[config.mk]
export PLATFORM = sky130hd
export DESIGN_NAME = pps_snap
export DESIGN_NICKNAME = d
export VERILOG_FILES = /design/src/rtl/pps_snap_pkg.sv /design/src/rtl/pps_rst_sync.sv /design/src/rtl/pps_edge_sync.sv /design/src/rtl/pps_capture.sv /design/src/rtl/pps_readport.sv /design/src/rtl/pps_snap.sv
export SDC_FILE = /design/constraint.sdc
export NUM_CORES = 1
export LEC_CHECK = 0
export CAP_MARGIN = 20
export CORE_MARGIN = 5
export CORE_UTILIZATION = 40
export DETAILED_ROUTE_END_ITERATION = 8
export PLACE_DENSITY_LB_ADDON = 0.05
export SETUP_SLACK_MARGIN = 0.02
export SLEW_MARGIN = 20
export SYNTH_ARGS = -nofsm -noshare
export SYNTH_HDL_FRONTEND = slang
export SYNTH_HIERARCHICAL = 1
export SYNTH_SLANG_ARGS = --single-unit
[constraint.sdc]
create_clock -name clk -period 4.1 [get_ports clk]
set_clock_uncertainty 0.2 [all_clocks]
set_input_delay 0.615 -clock clk [delete_from_list [all_inputs] [get_ports clk]]
set_output_delay 0.615 -clock clk [all_outputs]
set_load 0.01 [all_outputs]
[src/rtl/pps_snap_pkg.sv]
package pps_snap_pkg;
  localparam int ADDR_W = 2;
  localparam logic [ADDR_W-1:0] ADDR_SEC  = 2'd0;
  localparam logic [ADDR_W-1:0] ADDR_NS   = 2'd1;
  localparam logic [ADDR_W-1:0] ADDR_STAT = 2'd2;

  typedef struct packed {
    logic lost;
    logic ready;
  } snap_flags_t;
endpackage

[src/rtl/pps_rst_sync.sv]
module pps_rst_sync (
  input  logic clk,
  input  logic rst_n,
  output logic rst_n_sync
);
  logic [1:0] chain_q;

  always_ff @(posedge clk or negedge rst_n) begin
    if (!rst_n) chain_q <= '0;
    else        chain_q <= {chain_q[0], 1'b1};
  end

  assign rst_n_sync = chain_q[1];
endmodule

[src/rtl/pps_edge_sync.sv]
module pps_edge_sync #(
  parameter int STAGES = 2
) (
  input  logic clk,
  input  logic rst_n,
  input  logic pulse_async,
  output logic rise
);
  logic [STAGES-1:0] stage_q, stage_d;
  logic              last_q;

  for (genvar i = 0; i < STAGES; i++) begin : g_stage
    if (i == 0) begin : g_first
      assign stage_d[i] = pulse_async;
    end else begin : g_next
      assign stage_d[i] = stage_q[i-1];
    end
  end

  always_ff @(posedge clk or negedge rst_n) begin
    if (!rst_n) begin
      stage_q <= '0;
      last_q  <= 1'b0;
    end else begin
      stage_q <= stage_d;
      last_q  <= stage_q[STAGES-1];
    end
  end

  assign rise = stage_q[STAGES-1] & ~last_q;
endmodule

[src/rtl/pps_capture.sv]
module pps_capture
  import pps_snap_pkg::*;
#(
  parameter int SEC_W       = 32,
  parameter int NS_W        = 30,
  parameter int NS_PER_SEC  = 1000000000,
  parameter int NS_PER_TICK = 10,
  parameter int LAT_TICKS   = 2
) (
  input  logic             clk,
  input  logic             rst_n,
  input  logic             cap_fire,
  input  logic [SEC_W-1:0] rtc_sec,
  input  logic [NS_W-1:0]  rtc_ns,
  input  logic             ns_read,
  input  logic             stat_read,
  output logic [SEC_W-1:0] snap_sec,
  output logic [NS_W-1:0]  snap_ns,
  output snap_flags_t      flags
);
  localparam int          LAT_NS = LAT_TICKS * NS_PER_TICK;
  localparam logic [NS_W:0] LAT_V  = (NS_W+1)'(LAT_NS);
  localparam logic [NS_W:0] ROLL_V = (NS_W+1)'(NS_PER_SEC - LAT_NS);

  logic [NS_W:0]    raw_ns, adj_ns;
  logic [SEC_W-1:0] adj_sec;
  logic [SEC_W-1:0] sec_q;
  logic [NS_W-1:0]  ns_q;
  snap_flags_t      flags_q, flags_d;

  // latency compensation with borrow across the second boundary
  always_comb begin
    raw_ns = {1'b0, rtc_ns};
    if (raw_ns >= LAT_V) begin
      adj_ns  = raw_ns - LAT_V;
      adj_sec = rtc_sec;
    end else begin
      adj_ns  = raw_ns + ROLL_V;
      adj_sec = rtc_sec - SEC_W'(1);
    end
  end

  // flag next state: capture has priority over the clearing read
  always_comb begin
    flags_d = flags_q;
    if (ns_read)   flags_d.ready = 1'b0;
    if (stat_read) flags_d.lost  = 1'b0;
    if (cap_fire) begin
      flags_d.ready = 1'b1;
      if (flags_q.ready && !ns_read) flags_d.lost = 1'b1;
    end
  end

  always_ff @(posedge clk or negedge rst_n) begin
    if (!rst_n) begin
      sec_q <= '0;
      ns_q  <= '0;
    end else if (cap_fire) begin
      sec_q <= adj_sec;
      ns_q  <= adj_ns[NS_W-1:0];
    end
  end

  always_ff @(posedge clk or negedge rst_n) begin
    if (!rst_n) flags_q <= '0;
    else        flags_q <= flags_d;
  end

  assign snap_sec = sec_q;
  assign snap_ns  = ns_q;
  assign flags    = flags_q;
endmodule

[src/rtl/pps_readport.sv]
module pps_readport
  import pps_snap_pkg::*;
#(
  parameter int SEC_W  = 32,
  parameter int NS_W   = 30,
  parameter int DATA_W = 32
) (
  input  logic              clk,
  input  logic              rst_n,
  input  logic              rd_en,
  input  logic [ADDR_W-1:0] rd_addr,
  input  logic [SEC_W-1:0]  snap_sec,
  input  logic [NS_W-1:0]   snap_ns,
  input  snap_flags_t       flags,
  output logic              ns_read,
  output logic              stat_read,
  output logic [DATA_W-1:0] rd_data
);
  logic [DATA_W-1:0] rd_d, rd_q;

  assign ns_read   = rd_en && (rd_addr == ADDR_NS);
  assign stat_read = rd_en && (rd_addr == ADDR_STAT);

  always_comb begin
    case (rd_addr)
      ADDR_SEC:  rd_d = DATA_W'(snap_sec);
      ADDR_NS:   rd_d = DATA_W'(snap_ns);
      ADDR_STAT: rd_d = DATA_W'(flags);
      default:   rd_d = '0;
    endcase
  end

  always_ff @(posedge clk or negedge rst_n) begin
    if (!rst_n)     rd_q <= '0;
    else if (rd_en) rd_q <= rd_d;
  end

  assign rd_data = rd_q;
endmodule

[src/rtl/pps_snap.sv]
module pps_snap
  import pps_snap_pkg::*;
#(
  parameter int SEC_W       = 32,
  parameter int NS_W        = 30,
  parameter int DATA_W      = 32,
  parameter int NS_PER_SEC  = 1000000000,
  parameter int NS_PER_TICK = 10,
  parameter int SYNC_STAGES = 2,
  parameter int LAT_TICKS   = SYNC_STAGES
) (
  input  logic              clk,
  input  logic              rst_n,
  input  logic              pps_in,
  input  logic [SEC_W-1:0]  rtc_sec,
  input  logic [NS_W-1:0]   rtc_ns,
  input  logic              rd_en,
  input  logic [1:0]        rd_addr,
  output logic [DATA_W-1:0] rd_data,
  output logic              sample_ready,
  output logic              sample_lost
);
  logic             rst_n_sync;
  logic             cap_fire;
  logic             ns_read, stat_read;
  logic [SEC_W-1:0] snap_sec;
  logic [NS_W-1:0]  snap_ns;
  snap_flags_t      flags;

  pps_rst_sync u_rst (
    .clk(clk), .rst_n(rst_n), .rst_n_sync(rst_n_sync)
  );

  pps_edge_sync #(.STAGES(SYNC_STAGES)) u_edge (
    .clk(clk), .rst_n(rst_n_sync), .pulse_async(pps_in), .rise(cap_fire)
  );

  pps_capture #(
    .SEC_W(SEC_W), .NS_W(NS_W), .NS_PER_SEC(NS_PER_SEC),
    .NS_PER_TICK(NS_PER_TICK), .LAT_TICKS(LAT_TICKS)
  ) u_cap (
    .clk(clk), .rst_n(rst_n_sync), .cap_fire(cap_fire),
    .rtc_sec(rtc_sec), .rtc_ns(rtc_ns),
    .ns_read(ns_read), .stat_read(stat_read),
    .snap_sec(snap_sec), .snap_ns(snap_ns), .flags(flags)
  );

  pps_readport #(.SEC_W(SEC_W), .NS_W(NS_W), .DATA_W(DATA_W)) u_rd (
    .clk(clk), .rst_n(rst_n_sync), .rd_en(rd_en), .rd_addr(rd_addr),
    .snap_sec(snap_sec), .snap_ns(snap_ns), .flags(flags),
    .ns_read(ns_read), .stat_read(stat_read), .rd_data(rd_data)
  );

  assign sample_ready = flags.ready;
  assign sample_lost  = flags.lost;
endmodule

# [Yosys cells after proc, flatten, opt, wreduce, memory -nomap -nowiden]
# Index checks and enable logic that the tools add are counted.
[totals] out_inout_bits=34 inputBits=68 reg_bits=101 elab_cells=29
[classes] eq_ne=2 bitwise_logic=2 n_reduce_logical=6 magnitude_cmp=1 muxes=7 add_sub_neg=3
[op_table] op="case mux 32 bit (3 select lines)" n=1
[op_table] op="two-way mux 32 bit" n=1
[op_table] op="subtractor 32 x 1 -> 32 bit, second input constant" n=1
[op_table] op="adder 30 bit, second input constant" n=1
[op_table] op=">= comparator 30 x 5 -> 1 bit, second input constant" n=1
[op_table] op="two-way mux 30 bit" n=1
[op_table] op="subtractor 30 x 5 -> 30 bit, second input constant" n=1
[op_table] op="logical AND 1 bit" n=3
[op_table] op="two-way mux 1 bit" n=3
[op_table] op="== test 2 x 1 -> 1 bit, second input constant" n=1
[op_table] op="== test 2 bit, second input constant" n=1
[op_table] op="logical NOT 2 bit" n=1
[op_table] op="two-way mux 2 bit" n=1
[op_table] op="nonzero test 2 bit" n=1
[op_table] op="bitwise AND 1 bit" n=1
[op_table] op="logical NOT 1 bit" n=1
[op_table] op="NOT 1 bit" n=1

# [Longest topological paths before layout]
# Gate-level depths: netlist (run 1).
[logic_depth] ltp_word=6 ltp_mapped=10 depth_no_buf=8

# [Cells and area by module]
# Netlist (run 1), hierarchy kept.
[modules_own_cells] module="pps_capture" n_inst=1 cells_per_inst=405 seq_area_each_um2=1601.5 area_per_inst_um2=3679.8
[modules_own_cells] module="pps_readport" n_inst=1 cells_per_inst=145 seq_area_each_um2=800.8 area_per_inst_um2=1584.0
[modules_own_cells] module="pps_edge_sync" n_inst=1 cells_per_inst=4 seq_area_each_um2=75.1 area_per_inst_um2=88.8
[modules_own_cells] module="pps_rst_sync" n_inst=1 cells_per_inst=3 seq_area_each_um2=50.0 area_per_inst_um2=53.8

# [Worst setup path after synthesis (run 1)]
# Ideal clock, no wire load.
[synth_timing] path_type="in2reg" startpoint="input rtc_ns[6]" endpoint="register u_cap.ns_q[19] (netlist: u_cap/snap_ns[19])" path_slack_ns=0.770 arrival_time_ns=3.005 setup_ns=0.125 path_buffers=1 required_time_ns=3.775 stages=7 cell_sequence="or4_1 buf_2 or4_4 o31ai_1 o32ai_1 xor2_1 mux2_2"
[synth_between] elab_chain_cells=2
[synth_lines] element="start: declaration" line_no="pps_snap.sv:16" source="input logic [NS_W-1:0] rtc_ns,"
[synth_lines] element="adder 30 bit (tied with other cells)" line_no="pps_capture.sv:38" source="adj_ns = raw_ns + ROLL_V;"
[synth_lines] element="two-way mux 30 bit (*)" line_no="pps_capture.sv:34" source="if (raw_ns >= LAT_V) begin"
[synth_lines] element="end signal: assignment" line_no="pps_capture.sv:60" source="ns_q <= adj_ns[NS_W-1:0];"
[synth_lines] element="end: declaration" line_no="pps_capture.sv:28" source="logic [NS_W-1:0] ns_q;"
# Mark *: on every way between the ends. The rest lies on a longest branch, timed or not.
# A chain may end at the register's enable or synchronous reset.

# [Final worst setup path (run 1)]
[layout_timing] startpoint="input rtc_ns[6]" endpoint="register u_cap.sec_q[1] (netlist: u_cap/snap_sec[1])"
[layout_between] elab_chain_cells=2
[layout_lines] element=">= comparator 30 x 5 -> 1 bit" line_no="pps_capture.sv:34"
[layout_lines] element="two-way mux 32 bit" line_no="pps_capture.sv:34"
[layout_lines] element="end signal: assignment" line_no="pps_capture.sv:59" source="sec_q <= adj_sec;"
[layout_lines] element="end: declaration" line_no="pps_capture.sv:27" source="logic [SEC_W-1:0] sec_q;"
# No other way between the ends.

==> results.md, run 1 <==
- The run finished with clean final reports.
- The die span in y is 126 µm.
- The fmax is 285 MHz.
- The number of vias per cell is 5.35.
- The number of failing setup endpoints in the final timing report is 0.
- The critical path class is in -> reg.
- Entering global routing, the biggest net connects 56 pins.
- The type of element capturing the critical path is a flop.
- The actual transition at the worst max-transition pin is 0.912 ns.
- The final weighted congestion in routability-driven placement is 0.871.
- The final worst slack is 0.590 ns.
- The antenna cell count is 0.
- The maximum net fanout on the critical path is 8.
- The number of nets produced by synthesis is 628.
- The first global-routing pass estimated 23900 µm of wire.
- The number of filler instances in the final layout is 1282.
- In this run the static leakage power is 2.69 nW.
- The overall routed net length is 14700 µm.
- Data on the critical path arrives at its endpoint at 3.58 ns.
- The total of cells resized after clock tree synthesis is 0.
- The first detailed-routing pass ran for 5 iterations.
- Across the run, the number of max-cap violations was 0.
- The area growth from synthesis to layout is 26.3%.
- The post-synthesis average cell area is 9.71 µm².
- The H-tree level count is 3.
- The path class of the tightest hold or removal check is reg -> reg.
- In the synthesized netlist the async set-or-reset flop fraction comes to 1.00.
- The via count of the first global-routing pass is 4591.
- The overflow left after global routing is 0.
- The detailed-route DRC error count is 0.
- After layout, the minimum clock period comes to 3.51 ns.
- Setup total negative slack on the finished layout was measured at 0 ns.
- The met2 usage is 0.303.
- The number of pins with negative max-slew slack in the final report is 0.
- The mapped netlist covers 5410 µm².
- The synthesized design contains 101 register bits.
- The worst relative slew slack is 0.390.
- The area of the die is 15900 µm².
- The number of warnings issued by yosys is 6.
- The overall die width is 126 µm.
- In this run the most critical hold path is launched from u_rst/chain_q[0]$_DFF_PN0_.
- The worst-case register-to-register setup slack is 2.04 ns.
- The number of buffers on the longest clock path is 2.
- Clock-pin slew was measured on the worst setup and hold paths at 0.07 ns.
- The starting density of the core is 0.408.
- The number of buffers added for setup after CTS is 0.
- CTS saw 101 sinks.
- The number of clock buffers inserted by TritonCTS is 9.
- The met3 track demand over resource is 0.0326.
- The final core area utilization is 0.516.
- Across the VDD grid, the largest voltage drop is 0.000158 V.
- The startpoint of the lowest-slack register-to-register path is u_edge/last_q$_DFF_PN0_.
- The core area is 13200 µm².
- The layer with the highest usage is met2.
- The number of endpoints with negative hold slack in the final report was 0.
- Synthesis instantiated 56 different standard cells from the library.
- The number of antenna violations at the first check in global routing is 0.
- The tree is rooted in a sky130_fd_sc_hd__clkbuf_16.
- The detailed router finished its first iteration with 269 violations.
- Leaving out fill and tap cells, the most frequent cells in the layout are sky130_fd_sc_hd__clkdlybuf4s50_1 (100), sky130_fd_sc_hd__dfrtp_1 (100), sky130_fd_sc_hd__nor2_1 (65).
- For this design the ratio of total power to cell area is 360 nW/µm².
- Data on the critical path is required at its endpoint by 4.17 ns.
- The clock network latency to the later pin of the worst-skew pair is 0.35 ns.
- The worst hold path was traced through 0 stages.
- Setup repair after global routing left no endpoint under its margin.
- The TritonCTS clock tree is yes.
- The total I/O pin count is 102.
- The placed wire-length estimate after detailed placement is 10500 µm.
- For this run, global-route usage on met1 was measured as 0.254.
- Input and output buffers added on the ports amount to 101.
- STA classifies the critical path startpoint as an input pin.
- The leading register cell type out of synthesis is sky130_fd_sc_hd__dfrtp_1.
- The worst hold path terminates at u_rst/chain_q[1]$_DFF_PN0_.
- In this run, synthesis inferred 0 flip-flops with an integrated enable.
- The post-detailed-route count of antenna-violating nets is 0.
- The via count is 4449.
- The floorplan row count is 42.
- Dividing the detail-routed wire length by the instance count gives 17.7 µm.
- Dividing the final minimum period by the clock period gives 0.856.
- The worst setup slack before clock tree synthesis is 0.229 ns.
- Hold repair after CTS inserted 0 buffers.
- For this run, the total global-route usage over all layers was measured as 0.187.
- The register area share after synthesis is 0.467.
- The critical register-to-register path endpoint is u_cap/snap_sec[31]$_DFFE_PN0P_.
- The final layout contains 723 nets.
- The layout cell share with drive strength beyond 1 is 0.0870.
- The worst register-to-register path has a depth of 4.
- The gate count after technology mapping is 557.
## area by class of cell
cell class / instances / area (µm²) / area share
Clock buffer: 12 / 246 / 0.0361
Clock inverter: 2 / 12.5 / 0.00183
Inverter: 40 / 150 / 0.0220
Multi-Input combinational cell: 382 / 2530 / 0.371
Sequential cell: 101 / 2530 / 0.371
Tap cell: 176 / 220 / 0.0323
Timing Repair Buffer: 118 / 1140 / 0.166
## layer usage
metal	routed length, µm	share of wire	vias up
li1	-	-	2161
met1	6970	0.47	2170
met2	6850	0.47	100
met3	609	0.041	18
met4	264	0.018	0
met5	0	0	-
## registers in the layout, indices dropped and copies added (netlist names)
register	cells
u_rd/rd_data	32
u_cap/snap_sec	32
u_cap/flags	2
u_edge/stage_q	2
u_rst/chain_q	2
u_edge/last_q	1
u_cap/snap_ns	30
## Yosys cell counts, types with 3 or more instances
| cell type | instances | area, µm² |
|---|---|---|
| sky130_fd_sc_hd__dfrtp_1 | 101 | 2530 |
| sky130_fd_sc_hd__nor2_1 | 65 | 244 |
| sky130_fd_sc_hd__a21oi_1 | 41 | 205 |
| sky130_fd_sc_hd__inv_1 | 40 | 150 |
| sky130_fd_sc_hd__mux2i_1 | 30 | 300 |
| sky130_fd_sc_hd__o22ai_1 | 28 | 175 |
| sky130_fd_sc_hd__xor2_1 | 24 | 210 |
| sky130_fd_sc_hd__xnor2_1 | 22 | 193 |
| sky130_fd_sc_hd__nand2_1 | 20 | 75.1 |
| sky130_fd_sc_hd__clkbuf_1 | 18 | 67.6 |
| sky130_fd_sc_hd__nand3_1 | 14 | 70.1 |
| sky130_fd_sc_hd__nor3_1 | 12 | 60.1 |
| sky130_fd_sc_hd__nor4_1 | 12 | 75.1 |
| sky130_fd_sc_hd__or4_1 | 12 | 90.1 |
| sky130_fd_sc_hd__mux2_2 | 11 | 124 |
| sky130_fd_sc_hd__nand4_1 | 8 | 50.1 |
| sky130_fd_sc_hd__o21ai_0 | 8 | 40.0 |
| sky130_fd_sc_hd__or3_1 | 8 | 50.1 |
| sky130_fd_sc_hd__or2_2 | 6 | 37.5 |
| sky130_fd_sc_hd__a31oi_1 | 5 | 31.3 |
| sky130_fd_sc_hd__buf_2 | 5 | 25.0 |
| sky130_fd_sc_hd__buf_4 | 5 | 37.5 |
| sky130_fd_sc_hd__nand3b_1 | 4 | 30.0 |
| sky130_fd_sc_hd__nand4b_1 | 4 | 35.0 |
| sky130_fd_sc_hd__o32ai_1 | 4 | 35.0 |
| sky130_fd_sc_hd__buf_6 | 3 | 33.8 |
| sky130_fd_sc_hd__ha_1 | 3 | 37.5 |
| sky130_fd_sc_hd__nand2b_1 | 3 | 18.8 |
| sky130_fd_sc_hd__nor2b_1 | 3 | 18.8 |
| sky130_fd_sc_hd__o211ai_1 | 3 | 22.5 |
## logic make-up (layout without fill, tap and decap cells)
kind of cell | count (synthesis) | after routing | synth area share
AND/OR/NAND/NOR | 185 | 185 | 0.186
AO/OA/AOI/OAI | 106 | 106 | 0.122
flip-flops | 101 | 101 | 0.467
buffers and inverters | 74 | 172 | 0.0643
XOR/XNOR | 46 | 46 | 0.0745
multiplexers | 41 | 41 | 0.0785
adder cells (fa/ha/maj) | 3 | 3 | 0.00694
other | 1 | 1 | 0.000694
## worst max-delay path, stage by stage
cell and delay, ns:
sky130_fd_sc_hd__clkdlybuf4s50_1 0.47, sky130_fd_sc_hd__or4_1 0.63, sky130_fd_sc_hd__or4_4 0.59, sky130_fd_sc_hd__or3_1 0.51, sky130_fd_sc_hd__nor2_4 0.26, sky130_fd_sc_hd__mux2_2 0.36
sky130_fd_sc_hd__a21oi_1 0.14
## metrics by stage
step	power, mW	std cells	hold WS [ns]	area [µm²]
after floorplan	1.45	557	0.119	5410
after global placement	1.68	817	0.135	6570
after detailed placement	1.69	817	0.143	6570
after CTS	2.49	831	0.159	6830
after global routing	2.59	831	0.161	6830
final	2.46	831	0.154	6830
## power breakdown
| part | internal [mW] | switching, mW |
|---|---|---|
| logic | 0.247 | 0.223 |
| clock network | 0.421 | 0.366 |
| registers | 1.12 | 0.0788 |
## how the worst max path moves through the flow
stage / start / endpoint / cells past startpoint
6_report: rtc_ns[6] / u_cap/snap_sec[1]$_DFFE_PN0P_ / 7
3_5_place_dp: rtc_ns[6] / u_cap/snap_sec[1]$_DFFE_PN0P_ / 7
5_1_grt: rtc_ns[22] / u_cap/snap_sec[29]$_DFFE_PN0P_ / 8
2_1_floorplan: rtc_ns[6] / u_cap/snap_ns[19]$_DFFE_PN0P_ / 7
4_1_cts: rtc_ns[6] / u_cap/snap_sec[1]$_DFFE_PN0P_ / 7
3_3_place_gp: rtc_ns[6] / u_cap/snap_sec[1]$_DFFE_PN0P_ / 7
Note: power is estimated with default switching activity, not from simulation.
==> inputs of run 2 (changes only) <==
==> constraint.sdc (replaced) <==
create_clock -name clk -period 3.7 [get_ports clk]
set_clock_uncertainty 0.2 [all_clocks]
set_input_delay 0.555 -clock clk [delete_from_list [all_inputs] [get_ports clk]]
set_output_delay 0.555 -clock clk [all_outputs]
set_load 0.01 [all_outputs]
==> results.md, run 2 (synthesis gave the netlist of run 1 again) <==
- The flow ran to the end, and the final reports show no timing, DRC or antenna violations.
- The final weighted congestion in routability-driven placement is 0.894 (+2.6%).
- The final worst slack is 0.251 ns (-0.338 ns).
- The die span in y came to 126 µm (unchanged).
- For this design, the slowest cell found on the critical path is sky130_fd_sc_hd__or4_1.
- The number of pins with negative max-slew slack in the final report is 0 (unchanged).
- Setup repair after global routing left no endpoint under its margin.
- The number of buffers added for setup after CTS is 0 (unchanged).
- The number of buffers added on ports is 101 (unchanged).
- The leakage power is 2.78 nW (+3.2%).
- The via count is 4395 (-1.2%).
- The maximum net fanout on the critical path is 6 (-2).
- The count of routing violations after the opening detailed-route iteration is 302 (+12%).
- The worst relative slew slack was 0.289 (-0.101).
- Walking the worst path, the cells encountered are clkdlybuf4s50_1 -> or4_1 -> or4_4 -> o31a_1 -> buf_4 -> a211oi_1 -> xnor2_1 -> a21oi_1.
- The number of violations of the max-capacitance limit came to 0 (unchanged).
- The area growth from synthesis to layout is 28.9%.
- The H-tree level count is 3 (unchanged).
- The placed wire-length estimate after detailed placement came to 10400 µm (-1.1%).
- The critical path launch point type is an input pin.
- The root buffer selected by CTS is sky130_fd_sc_hd__clkbuf_16.
- On the critical path the largest part of the delay comes from simple AND/OR/NAND/NOR gates.
- The pin count of the biggest net entering global routing is 106 (+89%).
- The first-pass iteration count of the detailed router was 5 (unchanged).
- In this run the most critical hold path is launched from u_rst/chain_q[0]$_DFF_PN0_.
- The TritonCTS clock tree is yes.
- The stage delay of the slowest cell on the critical path is 0.61 ns (-0.02 ns).
- The floorplan row count was 42 (unchanged).
- The total power divided by cell area is 393 nW/µm² (+9.3%).
- The post-placement cell count is 832 (+1.8%).
- The post-layout instance count excluding filler cells is 849 (+2.2%).
- The post-detailed-route count of antenna-violating nets came to 0 (unchanged).
- The overflow left after global routing was 0 (unchanged).
- The startpoint of the lowest-slack register-to-register path is u_edge/last_q$_DFF_PN0_.
- The clock sink count came to 101 (unchanged).
- The number of vias per cell is 5.18 (-3.3%).
- The area of the die is 15900 µm² (unchanged).
- The number of instances on the worst hold path is 0 (unchanged).
- The via count of the first global-routing pass is 4578 (-0.28%).
- The number of endpoints with negative hold slack in the final report is 0 (unchanged).
- The worst-case register-to-register setup slack is 1.60 ns (-0.44 ns).
- The core area is 13200 µm² (unchanged).
- The starting density of the core is 0.408 (unchanged).
- For hold timing, the worst endpoint is u_rst/chain_q[1]$_DFF_PN0_.
- The clock network latency to the later pin of the worst-skew pair was 0.35 ns (about the same).
- The worst-case vdd ir drop is 0.000219 V (+39%).
- The antenna cell count is 0 (unchanged).
- The worst setup slack before clock tree synthesis is -0.0730 ns (-0.302 ns).
- The overall routed net length is 14700 µm (-0.30%).
- The number of clock buffers inserted by TritonCTS came to 9 (unchanged).
- In the finished design, the share of the clock period the worst path needs comes to 0.932.
- The worst setup path is captured at a flop.
- The total I/O pin count came to 102 (unchanged).
- The final layout net count is 739 (+2.2%).
- The logic depth of the worst register-to-register path was 3 (-1).
- The wire length per cell after detailed routing is 17.3 µm (-2.4%).
- The number of buffers on the longest clock path is 2 (unchanged).
- The layout cell share with drive strength beyond 1 was 0.110 (+0.0229).
- The final critical path time including I/O delays and setup is 3.45 ns.
- The number of antenna violations at the first check in global routing is 0 (unchanged).
- The total negative setup slack is 0 ns (unchanged).
- The class of the worst hold path is reg -> reg.
- The clock-pin slew of the registers on the worst-case setup and hold paths is 0.07 ns (about the same).
- The signal arrival time at the worst endpoint is 3.43 ns (-0.15 ns).
- The actual transition at the worst max-transition pin is 1.07 ns (+0.155 ns).
- The overall die width is 126 µm (unchanged).
- The number of failing setup endpoints in the final timing report was 0 (unchanged).
- In the layout the commonest cells are sky130_fd_sc_hd__clkdlybuf4s50_1 (100), sky130_fd_sc_hd__dfrtp_1 (100), sky130_fd_sc_hd__nor2_1 (65).
- The critical path class is in -> reg.
- The required time at the endpoint of the critical path is 3.68 ns (-0.49 ns).
- Derived from the worst setup path, the maximum achievable clock frequency is 290 MHz.
- The detailed-route DRC error count is 0 (unchanged).
- The critical register-to-register path endpoint is u_cap/snap_ns[11]$_DFFE_PN0P_.
- The wire length of the first global-routing pass is 23900 µm (-0.15%).
- The total of cells resized after clock tree synthesis is 0 (unchanged).
- The total of hold buffers inserted after clock tree synthesis is 0 (unchanged).
- The combined global-route utilization of all metal layers is 0.186 (-0.00119).
- The number of buffers and inverters on the critical path is 2 (+1).
run 2: changes by cell type in the layout (fill, tap and decap cells not counted), sizes merged:
cell and delta:
clkbuf +1, buf +16, clkinv +1
run 2: how the worst max path moves through the flow:
stage | startpoint | to | slack [ns] | cells after the start
5_1_grt | rtc_ns[7] | u_cap/snap_ns[21]$_DFFE_PN0P_ | 0.16 | 8
3_5_place_dp | rtc_ns[7] | u_cap/snap_ns[21]$_DFFE_PN0P_ | -0.07 | 8
2_1_floorplan | rtc_ns[6] | u_cap/snap_ns[19]$_DFFE_PN0P_ | 0.43 | 7
4_1_cts | rtc_ns[7] | u_cap/snap_ns[21]$_DFFE_PN0P_ | 0.28 | 8
6_report | rtc_ns[7] | u_cap/snap_ns[21]$_DFFE_PN0P_ | 0.25 | 8
3_3_place_gp | rtc_ns[7] | u_cap/snap_sec[1]$_DFFE_PN0P_ | -0.006 | 7
run 2: routing by layer:
metal | track usage | share of wire
met5 | 0 | 0
met4 | 0.0656 | 0.016
met3 | 0.0313 | 0.046
met2 | 0.302 | 0.47
met1 | 0.252 | 0.47
run 2: stage by stage:
stage	utilization	total power, mW	area, µm²	hold WS [ns]
final	0.526	2.74	6970	0.150
after global routing	0.526	2.89	6970	0.163
after CTS	0.525	2.78	6950	0.151
after detailed placement	0.504	1.88	6680	0.136
after global placement	0.504	1.87	6680	0.136
after floorplan	-	1.61	5410	0.0594
run 2: area by class of cell:
cell class	count	area, µm²
Inverter	40	150
Clock buffer	13	250
Tap cell	176	220
Clock inverter	3	21.3
Fill cell	1263	6270
Sequential cell	101	2530
Timing Repair Buffer	134	1270
Multi-Input combinational cell	382	2530
run 2: power breakdown:
part	total, mW	switching, mW	leakage (nW)	internal [mW]
sequential	1.33	0.0891	1.18	1.24
clock	0.885	0.409	0.130	0.476
combinational	0.525	0.245	1.47	0.280
==> inputs of run 3 (changes only) <==
--- a/config.mk
+++ b/config.mk
@@ -9,7 +9,7 @@
 export CORE_MARGIN = 5
 export CORE_UTILIZATION = 40
 export DETAILED_ROUTE_END_ITERATION = 8
-export PLACE_DENSITY_LB_ADDON = 0.05
+export PLACE_DENSITY = 0.62
 export SETUP_SLACK_MARGIN = 0.02
 export SLEW_MARGIN = 20
 export SYNTH_ARGS = -nofsm -noshare
==> results.md, run 3 (synthesis gave the netlist of run 1 again) <==
- The number of buffers on the longest clock path is 2 (unchanged).
- The highest routed metal layer is met4.
- The wire length per cell after detailed routing is 17.0 µm (-1.7%).
- The clock-pin slew of the registers on the worst-case setup and hold paths is 0.07 ns (about the same).
- The count of routing violations after the opening detailed-route iteration was 339 (+12%).
- The H-tree level count was 3 (unchanged).
- The post-detailed-route count of antenna-violating nets is 0 (unchanged).
- The maximum net fanout on the critical path was 12 (+6).
- The overall routed net length was 14500 µm (-1.1%).
- The number of endpoints with negative hold slack in the final report came to 0 (unchanged).
- The via count came to 4512 (+2.7%).
- The area of the multi-input gates came to 2530 µm² (unchanged).
- The leakage power was 2.83 nW (+1.6%).
- The number of clock buffers inserted by TritonCTS is 9 (unchanged).
- The launching instance or port of the critical path is rtc_ns[6].
- The termination of the worst setup path is u_cap/snap_ns[21]$_DFFE_PN0P_.
- The ratio of final minimum period to clock period is 0.942 (+0.00993).
- The run finished with clean final reports.
- The logic depth of the worst register-to-register path is 3 (unchanged).
- The final worst slack is 0.215 ns (-0.0367 ns).
- The number of pins with negative max-slew slack in the final report was 0 (unchanged).
- The number of instances on the worst hold path is 0 (unchanged).
- The critical register-to-register path endpoint is u_cap/snap_ns[15]$_DFFE_PN0P_.
- The detailed-route DRC error count is 0 (unchanged).
- The post-placement cell count was 839 (+0.84%).
- The signal arrival time at the worst endpoint was 3.48 ns (+0.05 ns).
- The placed wire-length estimate after detailed placement is 10500 µm (+1.7%).
- The number of failing setup endpoints in the final timing report is 0 (unchanged).
- The final critical path time including I/O delays and setup is 3.49 ns (+0.0367 ns).
- The number of buffers added on ports came to 101 (unchanged).
- The cell sitting at the root of the clock tree is a sky130_fd_sc_hd__clkbuf_16.
- The TritonCTS clock tree is yes.
- The number of filler instances in the final layout is 1295 (+2.5%).
- The final layout net count is 745 (+0.81%).
- The floorplan row count is 42 (unchanged).
- The worst-case vdd ir drop is 0.000214 V (-2.6%).
- The final total power is 2.87 mW (+4.8%).
- The path class of the tightest hold or removal check is reg -> reg.
- The register area is 2530 µm² (unchanged).
- The layout cell share with drive strength beyond 1 is 0.119 (+0.00951).
- The wire length on met1 is 6450 µm (-5.6%).
- The critical path class is in -> reg.
- Setup repair after global routing left no endpoint under its margin.
- The number of vias per cell was 5.28 (+2.1%).
- The final weighted congestion in routability-driven placement is 0.878 (-1.7%).
- The worst relative slew slack is 0.300 (+0.0111).
- The number of buffers added for setup after CTS is 0 (unchanged).
- The critical path launch point type is an input pin.
- The worst-case register-to-register setup slack is 1.63 ns (+0.03 ns).
- The number of violations of the max-capacitance limit is 0 (unchanged).
- In this run the critical register-to-register path is launched from u_edge/last_q$_DFF_PN0_.
- The actual transition at the worst max-transition pin is 1.05 ns (-0.0166 ns).
- The die span in y came to 126 µm (unchanged).
- The first-pass iteration count of the detailed router is 4 (-1).
- The starting density of the core came to 0.408 (unchanged).
- The detailed-routed wire length on met3 is 639 µm (-6.2%).
- The area growth from synthesis to layout is 30.3%.
- The total power divided by cell area is 408 nW/µm² (+3.6%).
- The wire length of the first global-routing pass is 23500 µm (-1.4%).
- The combined global-route utilization of all metal layers is 0.183 (-0.00274).
- The total of hold buffers inserted after clock tree synthesis is 0 (unchanged).
- The post-layout instance count excluding filler cells was 854 (+0.59%).
- The via count of the first global-routing pass is 4641 (+1.4%).
- The total I/O pin count came to 102 (unchanged).
- The worst setup slack before clock tree synthesis is -0.149 ns (-0.0756 ns).
- The fmax is 287 MHz (-1.1%).
- STA classifies the critical path endpoint as a flop.
- In the layout the commonest cells are sky130_fd_sc_hd__clkdlybuf4s50_1 (100), sky130_fd_sc_hd__dfrtp_1 (100), sky130_fd_sc_hd__nor2_1 (65).
- The area of the die is 15900 µm² (unchanged).
- The antenna cell count was 0 (unchanged).
- The pin count of the biggest net entering global routing is 106 (unchanged).
- The overflow left after global routing is 0 (unchanged).
- The total of cells resized after clock tree synthesis is 0 (unchanged).
- The clock network latency to the later pin of the worst-skew pair is 0.35 ns (about the same).
- The clock sink count came to 101 (unchanged).
- The core area came to 13200 µm² (unchanged).
- The required time at the endpoint of the critical path is 3.69 ns (about the same).
- The number of antenna violations at the first check in global routing is 0 (unchanged).
- The overall die width is 126 µm (unchanged).
- The sum of met2 wire segment lengths after detailed routing came to 7250 µm (+5.0%).
[run 3: cell types whose count changed in the layout (fill, tap and decap cells not counted), sizes merged]
cell / before / now
buf: 34 / 40
clkbuf: 13 / 11
bufinv: 0 / 2
clkinv: 2 / 1
[run 3: cell type report]
class / count / area share
inverter: 40 / 0.0213
clock inverter: 4 / 0.0103
clock buffer: 11 / 0.0344
sequential: 101 / 0.359
timing repair buffer: 140 / 0.184
tap: 176 / 0.0312
multi-input combinational: 382 / 0.359
[run 3: per-layer routing]
metal,vias up,GRT usage
met3,12,0.0313
met4,0,0.0763
met5,-,0
met2,107,0.305
met1,2190,0.237
li1,2203,-
[run 3: worst min-delay path by stage]
stage	start	slack, ns	end
2_1_floorplan	rst_n	0.06	u_rst/chain_q[0]$_DFF_PN0_
3_3_place_gp	u_rst/chain_q[0]$_DFF_PN0_	0.14	u_rst/chain_q[1]$_DFF_PN0_
3_5_place_dp	u_rst/chain_q[0]$_DFF_PN0_	0.14	u_rst/chain_q[1]$_DFF_PN0_
4_1_cts	rst_n	0.16	u_rst/chain_q[1]$_DFF_PN0_
5_1_grt	rst_n	0.17	u_rst/chain_q[1]$_DFF_PN0_
6_report	u_rst/chain_q[0]$_DFF_PN0_	0.15	u_rst/chain_q[1]$_DFF_PN0_
[run 3: worst max-delay path: stages]
cell and delay, ns:
sky130_fd_sc_hd__clkdlybuf4s50_1 0.42, sky130_fd_sc_hd__or4_1 0.61, sky130_fd_sc_hd__or4_4 0.59, sky130_fd_sc_hd__o31a_1 0.50
sky130_fd_sc_hd__buf_4 0.25, sky130_fd_sc_hd__a211oi_1 0.30, sky130_fd_sc_hd__xnor2_1 0.16, sky130_fd_sc_hd__a21oi_1 0.08
[run 3: power by group]
| group | switching, mW | internal [mW] |
|---|---|---|
| Sequential | 0.0915 | 1.24 |
| Combinational | 0.246 | 0.284 |
| Clock | 0.401 | 0.606 |
| Total | 0.739 | 2.13 |
[run 3: through the flow]
stage               instance area, µm²  utilization  hold slack (ns)  setup TNS (ns)
floorplan                         5410            -           0.0594               0
global placement                  6730        0.508            0.138          -0.101
detailed placement                6730        0.508            0.142          -0.572
CTS                               7050        0.532            0.156               0
global route                      7050        0.532            0.167               0
finish                            7050        0.532            0.151               0
